### config.mk
export PLATFORM = sky130hd
export DESIGN_NAME = gate_fault_supervisor
export DESIGN_NICKNAME = d
export VERILOG_FILES = /design/src/rtl/gfs_pkg.sv /design/src/rtl/gfs_flag_latch.sv /design/src/rtl/gfs_en_filter.sv /design/src/rtl/gate_fault_supervisor.sv
export SDC_FILE = /design/constraint.sdc
export NUM_CORES = 1
export LEC_CHECK = 0
export ABC_AREA = 1
export CORE_AREA = 8 8 45 47
export DETAILED_ROUTE_END_ITERATION = 12
export DIE_AREA = 0 0 53 55
export PLACE_DENSITY = 0.55
export SLEW_MARGIN = 20
export SYNTH_ARGS = -nofsm -noshare
export SYNTH_HDL_FRONTEND = slang
export SYNTH_SLANG_ARGS = --single-unit
export TNS_END_PERCENT = 5
### constraint.sdc
create_clock -name clk -period 1.2 [get_ports clk]
set_input_delay 0.3 -clock clk [delete_from_list [all_inputs] [get_ports clk]]
set_output_delay 0.3 -clock clk [all_outputs]
set_load 0.03 [all_outputs]
### src/rtl/gfs_pkg.sv
package gfs_pkg;
  typedef enum logic [1:0] {
    FLT_NONE = 2'b00,
    FLT_UV   = 2'b01,
    FLT_HOT  = 2'b10,
    FLT_OV   = 2'b11
  } flt_code_e;

  // Highest-priority active fault wins
  function automatic flt_code_e encode_fault(logic ov, logic hot, logic uv);
    if (ov)       return FLT_OV;
    else if (hot) return FLT_HOT;
    else if (uv)  return FLT_UV;
    else          return FLT_NONE;
  endfunction

  // 2'b10 = all ones, 2'b01 = all zeros, 2'b00 = mixed
  function automatic logic [1:0] run_state(logic [7:0] hist, int unsigned len);
    logic ones;
    logic zeros;
    ones  = 1'b1;
    zeros = 1'b1;
    for (int i = 0; i < 8; i++) begin
      if (i < int'(len)) begin
        ones  = ones & hist[i];
        zeros = zeros & ~hist[i];
      end
    end
    return {ones, zeros};
  endfunction
endpackage

### src/rtl/gfs_flag_latch.sv
module gfs_flag_latch #(
  parameter logic RST_VAL = 1'b0
) (
  input  logic clk,
  input  logic rst_n,
  input  logic set_i,
  input  logic clr_i,
  output logic flag_o
);
  // set dominates clear
  always_ff @(posedge clk or negedge rst_n) begin
    if (!rst_n)      flag_o <= RST_VAL;
    else if (set_i)  flag_o <= 1'b1;
    else if (clr_i)  flag_o <= 1'b0;
  end
endmodule

### src/rtl/gfs_en_filter.sv
module gfs_en_filter
  import gfs_pkg::*;
#(
  parameter int SYNC_STAGES = 2,
  parameter int DEB_LEN     = 3
) (
  input  logic clk,
  input  logic rst_n,
  input  logic pin_in,
  output logic pin_high
);
  logic [SYNC_STAGES-1:0] sync_q;
  logic [DEB_LEN-1:0]     hist_q;
  logic [7:0]             hist_ext;
  logic [1:0]             run;

  always_comb begin
    hist_ext = '0;
    hist_ext[DEB_LEN-1:0] = hist_q;
    run = run_state(hist_ext, DEB_LEN);
  end

  always_ff @(posedge clk or negedge rst_n) begin
    if (!rst_n) begin
      sync_q   <= '1;
      hist_q   <= '1;
      pin_high <= 1'b1;
    end else begin
      sync_q <= {sync_q[SYNC_STAGES-2:0], pin_in};
      hist_q <= {hist_q[DEB_LEN-2:0], sync_q[SYNC_STAGES-1]};
      if (run[1])      pin_high <= 1'b1;
      else if (run[0]) pin_high <= 1'b0;
    end
  end
endmodule

### src/rtl/gate_fault_supervisor.sv
module gate_fault_supervisor
  import gfs_pkg::*;
#(
  parameter int SYNC_STAGES = 2,
  parameter int DEB_LEN     = 3
) (
  input  logic       clk,
  input  logic       rst_n,
  input  logic       vcc_start_ok,
  input  logic       vcc_hold_ok,
  input  logic       temp_trip,
  input  logic       temp_clear,
  input  logic       ss_armed,
  input  logic       sw_over,
  input  logic       en_sense,
  output logic       en_pull_low,
  output logic       gates_off,
  output logic       low_force_on,
  output logic [1:0] fault_code
);
  logic uv_act;
  logic hot_act;
  logic ov_act;
  logic en_ok;
  logic ext_disable;
  logic ov_event;

  assign ov_event = ss_armed & sw_over;

  gfs_flag_latch #(.RST_VAL(1'b1)) i_uv (
    .clk(clk), .rst_n(rst_n),
    .set_i(~vcc_hold_ok), .clr_i(vcc_start_ok), .flag_o(uv_act));

  gfs_flag_latch #(.RST_VAL(1'b0)) i_hot (
    .clk(clk), .rst_n(rst_n),
    .set_i(temp_trip), .clr_i(temp_clear), .flag_o(hot_act));

  gfs_flag_latch #(.RST_VAL(1'b0)) i_ov (
    .clk(clk), .rst_n(rst_n),
    .set_i(ov_event), .clr_i(1'b0), .flag_o(ov_act));

  gfs_en_filter #(.SYNC_STAGES(SYNC_STAGES), .DEB_LEN(DEB_LEN)) i_en (
    .clk(clk), .rst_n(rst_n), .pin_in(en_sense), .pin_high(en_ok));

  assign ext_disable  = ~en_ok;
  assign fault_code   = encode_fault(ov_act, hot_act, uv_act);
  assign en_pull_low  = uv_act | hot_act | ov_act;
  assign low_force_on = ov_act;
  assign gates_off    = (uv_act | hot_act | ext_disable) & ~ov_act;
endmodule

# [Yosys cells after proc, flatten, opt, wreduce, memory -nomap -nowiden]
# Index checks and enable logic that the tools add are counted.
[totals] regBits=9 input_bits=9 output_inout_bits=5 word_cells=32
[op_classes] n_eq_ne=1 n_mux=9 bitwise=14 reduce_logical=2
[ops] op="2-to-1 mux 1 bit" count=7
[ops] op="AND 1 bit" count=6
[ops] op="inverter 1 bit" count=5
[ops] op="2-to-1 mux 2 bit" count=2
[ops] op="nonzero test 2 bit" count=2
[ops] op="bitwise OR 1 bit" count=3
[ops] op="inequality test 2 bit (second input constant)" count=1

# [Depth between registers and ports, before layout]
# Gate-level depths: netlist of run 1.
[depth] depth_word=5 ltp_mapped=4 ltp_nobuf=4

# [By module]
# Synthesis of run 1 repeated with hierarchy kept, for this count alone.
[unflattened] cells_unflattened=41 area_unflattened_um2=362.8
[by_module_without_submodules] module="gfs_en_filter" n_inst=1 cells_each=14 area_per_inst_um2=188.9 seq_area_each_um2=157.7
[by_module_without_submodules] module="gfs_flag_latch (i_hot ...)" n_inst=2 cells_each=5 area_per_inst_um2=40.0 seq_area_each_um2=25.0
[by_module_without_submodules] module="gate_fault_supervisor" n_inst=1 cells_each=12 area_per_inst_um2=52.6 seq_area_each_um2=0.0
[by_module_without_submodules] module="gfs_flag_latch (i_uv)" n_inst=1 cells_each=5 area_per_inst_um2=41.3 seq_area_each_um2=26.3

# [Worst setup path after synthesis of run 1]
# No wires, ideal clock.
[synth_timing] kind="reg-to-output" startpoint="register i_uv.flag_o" endpoint="output port fault_code[0]" arrival_ns=1.224 t_required_ns=0.900 setup_slack_ns=-0.324 path_stages_with_launch=3 path_buffers=0 path_cell_list="dfstp_2 -> inv_1 -> o21ai_0"
[synth_between] elab_chain_cells=3
[synth_rtl] element="start, declared" line_no="gfs_flag_latch.sv:8" rtl="output logic flag_o"
[synth_rtl] element="start signal, assigned" line_no="gfs_flag_latch.sv:12" rtl="if (!rst_n) flag_o <= RST_VAL;"
[synth_rtl] element="start signal, assigned" line_no="gfs_flag_latch.sv:13" rtl="else if (set_i) flag_o <= 1'b1;"
[synth_rtl] element="start signal, assigned" line_no="gfs_flag_latch.sv:14" rtl="else if (clr_i) flag_o <= 1'b0;"
[synth_rtl] element="2-to-1 mux 1 bit" line_no="gfs_pkg.sv:13" rtl="else if (uv) return FLT_UV;"
[synth_rtl] element="2-to-1 mux 2 bit" line_no="gfs_pkg.sv:12" rtl="else if (hot) return FLT_HOT;"
[synth_rtl] element="2-to-1 mux 2 bit" line_no="gfs_pkg.sv:11" rtl="if (ov) return FLT_OV;"
[synth_rtl] element="end, declared" line_no="gate_fault_supervisor.sv:19" rtl="output logic [1:0] fault_code"
# Every way passes these cells.

# [Worst setup path after layout of run 1]
[layout_timing] startpoint="register i_uv.flag_o" endpoint="output port gates_off"
[layout_between] elab_chain_cells=3
[layout_rtl] element="bitwise OR 1 bit (2 in a row)" line_no="gate_fault_supervisor.sv:49" rtl="assign gates_off = (uv_act | hot_act | ext_disable) & ~ov_act;"
[layout_rtl] element="AND 1 bit" line_no="gate_fault_supervisor.sv:49"
[layout_rtl] element="end, declared" line_no="gate_fault_supervisor.sv:17" rtl="output logic gates_off,"
# Every way passes these cells.

==> reports/summary.txt, run 1 <==
Placed cells -> 56
Die area -> 2920 sq um
Fin crit share -> 117%
Status -> finished, violations left
Worst setup SP type -> register
DR WL/cell -> 9.57 um
Register area share after synthesis -> 75.4%
CP Capture Type -> output pin
Horiz. Die Dim -> 53 um
H-tree depth -> 1
First DRT Iteration DRCs -> 0
Via Count -> 223
CTS tree -> yes
Cell Rows -> 14
Final worst clock skew -> 2.34 ps
Leak -> 0.217 nW
Clock Pin Slew Worst Setup and Hold Paths -> 60 ps
Fin nets -> 54
Layout cells sized above 1 -> 43.2%
Flops & latches, synth -> 9
Setup Viol. Count Final -> 4
DP Wirelength -> 464 um
Synth warn -> 0
Pwr/cell area -> 1240 nW/um^2
Syn Area/Cell -> 11.5 sq um
Worst VDD drop -> 0.426 mV
Initial antenna violation count -> 0
Data required, critical path -> 900 ps
Port-buffer cells -> 13
Clock Sinks -> 9
First-pass GRT wire length -> 924 um
Starting Density -> 22.4%
Failing checks -> setup timing
Insertion delay of the later-clocked pin in the worst-skew pair -> 250 ps
Unique masters post-synth -> 9
Area Overhead vs Synth -> 59.7%
Post-Syn Instances -> 27
Critical path data arrival time -> 1100 ps
Number of top-level pins -> 14
Setup Buffers After CTS -> 0
Drt total wl -> 574 um
Tot GR Track Use -> 4.57%
Synth Cell Area -> 310 sq um
RSZ-0062 raised after global routing -> yes
Global-route congestion overflow total -> 0
GPL Wtd Cong -> 0.676
Final hold vios -> 0
Drt first pass iters -> 1
Setup ws final -> -201 ps
Fmax -> 714 MHz
Slew margin rel. -> 74.8%
Detail-routed via count per cell -> 3.72
Vias in the first global route -> 240
Final max-slew violation count -> 0
Die Y-Extent -> 55 um
Worst Hold Class -> primary input to asynchronous set/reset pin
Most common library cell in the layout ignoring fill and taps -> clkdlybuf4s50_1
Most frequent cells in the layout -> clkdlybuf4s50_1, dfstp_2, nand2_1
Final Non-Filler Cells -> 60
Root Driver -> clkbuf_4
Mapped Nets -> 36
CTS Hold Bufs -> 0
CP max FO -> 2
Worst slew pin tran -> 376 ps
Crit path kind -> register to output pin
Core area -> 1380 sq um
Antenna-violating nets left -> 0
Diodes inserted -> 0
Drt drc -> 0
Max Buffers Root-to-Sink -> 2
Total CTS buffers -> 3
Min cycle time layout -> 1400 ps
Largest net degree at the start of global routing -> 10
Overall power -> 0.617 mW
Core Util, Final -> 35.8%
# Max-Cap Violations -> 0
flip-flops by register name, summed over array words and instances, names as in the netlist:
| signal | flops |
|---|---|
| i_en.hist_q | 3 |
| i_en.pin_high | 1 |
| i_en.sync_q | 2 |
| i_hot.flag_o | 1 |
| i_ov.flag_o | 1 |
| i_uv.flag_o | 1 |
critical path: stages (launching register included):
cell and delay (ps):
dfstp_2 520, nor2_1 50, a21oi_2 130, buf_6 140
repair_timing:
item                       4_1_cts  5_1_grt
setup endpoints to repair        4        4
resized for setup                4        2
pin swaps                        1        0
cell families after synthesis:
| kind of cell | Yosys count | synth area share [%] |
|---|---|---|
| DFF | 9 | 75.4 |
| buffers and inverters | 4 | 4.84 |
| AOI/OAI and AO/OA | 4 | 7.26 |
| and+or+nand+nor | 10 | 12.5 |
cell usage after synthesis, drive strengths merged:
cell type  n  share of area [%]
nand2      7                8.5
nand3      1                1.6
o21bai     1                2.4
o21ai      2                3.2
a21oi      1                1.6
dfrtp      2                 16
inv        4                4.8
nor2       2                2.4
dfstp      7                 59
through the flow:
stage / setup WS (ps) / hold WS (ps) / TNS [ps] / area (sq um)
floorplan: -95.3 / 4.41 / -95.3 / 314
global placement: 46.7 / 347 / 0 / 452
detailed placement: 51.1 / 349 / 0 / 452
CTS: -236 / 329 / -714 / 488
global route: -264 / 348 / -896 / 495
finish: -201 / 328 / -617 / 495
path summary, 6_finish.rpt:
kind	end	startpoint	cells past startpoint	slack (ps)
max in group asynchronous	i_en.hist_q[0]	rst_n	1	560
worst max-delay path	gates_off	i_uv.flag_o	3	-200
worst min-delay path	i_hot.flag_o	rst_n	1	330
min in group clk	i_en.sync_q[1]	i_en.sync_q[0]	0	360
worst max register to register	i_uv.flag_o	i_uv.flag_o	2	400
worst min register to register	i_en.sync_q[1]	i_en.sync_q[0]	0	360
layout make-up:
class                      instances  area (sq um)
fill                             137           888
sequential                         9           234
timing repair buffer              13           129
multi-input combinational         14          71.3
clock buffer                       4          26.3
tap                               16          20.0
inverter                           4          15.0
report_power, final:
group / switching (mW) / leakage [nW] / internal [mW] / total [mW]
Combinational: 0.0170 / 0.109 / 0.0289 / 0.0459
Clock: 0.0978 / 0.0150 / 0.128 / 0.225
Sequential: 0.0108 / 0.0931 / 0.335 / 0.345
Total: 0.126 / 0.217 / 0.491 / 0.617
routing by layer:
metal | GRT usage (%) | up-vias | wire, um
met4 | 5.17 | 0 | 0
met1 | 5.58 | 98 | 267
li1 | - | 115 | -
met5 | 0 | - | 0
met2 | 5.27 | 10 | 245
met3 | 2.14 | 0 | 60
Note: power is estimated with default switching activity, not from simulation.
==> run 2: changes to the inputs <==
Settings changed: CAP_MARGIN from default to 20.
==> results of run 2 <==
Same layout as run 1: the final DEF is identical, and so are final timing and power.
==> run 3: changes to the inputs <==
Clock period 1.2 ns to 1.3 ns, I/O delays scaled along.
==> results of run 3 <==
Same layout as run 1 (identical final DEF). Status: finished, violations left: setup timing.
Main changes from that run: setup slack after placement 51.1 ps -> 126 ps; setup slack after layout -201 ps -> -126 ps; setup TNS -617 ps -> -344 ps; hold slack 328 ps -> 353 ps; number of setup violations in the final report 4 -> 3; register-to-register setup slack 400 ps -> 500 ps; total power 0.617 mW -> 0.569 mW; worst IR drop on VDD 0.426 mV -> 0.393 mV
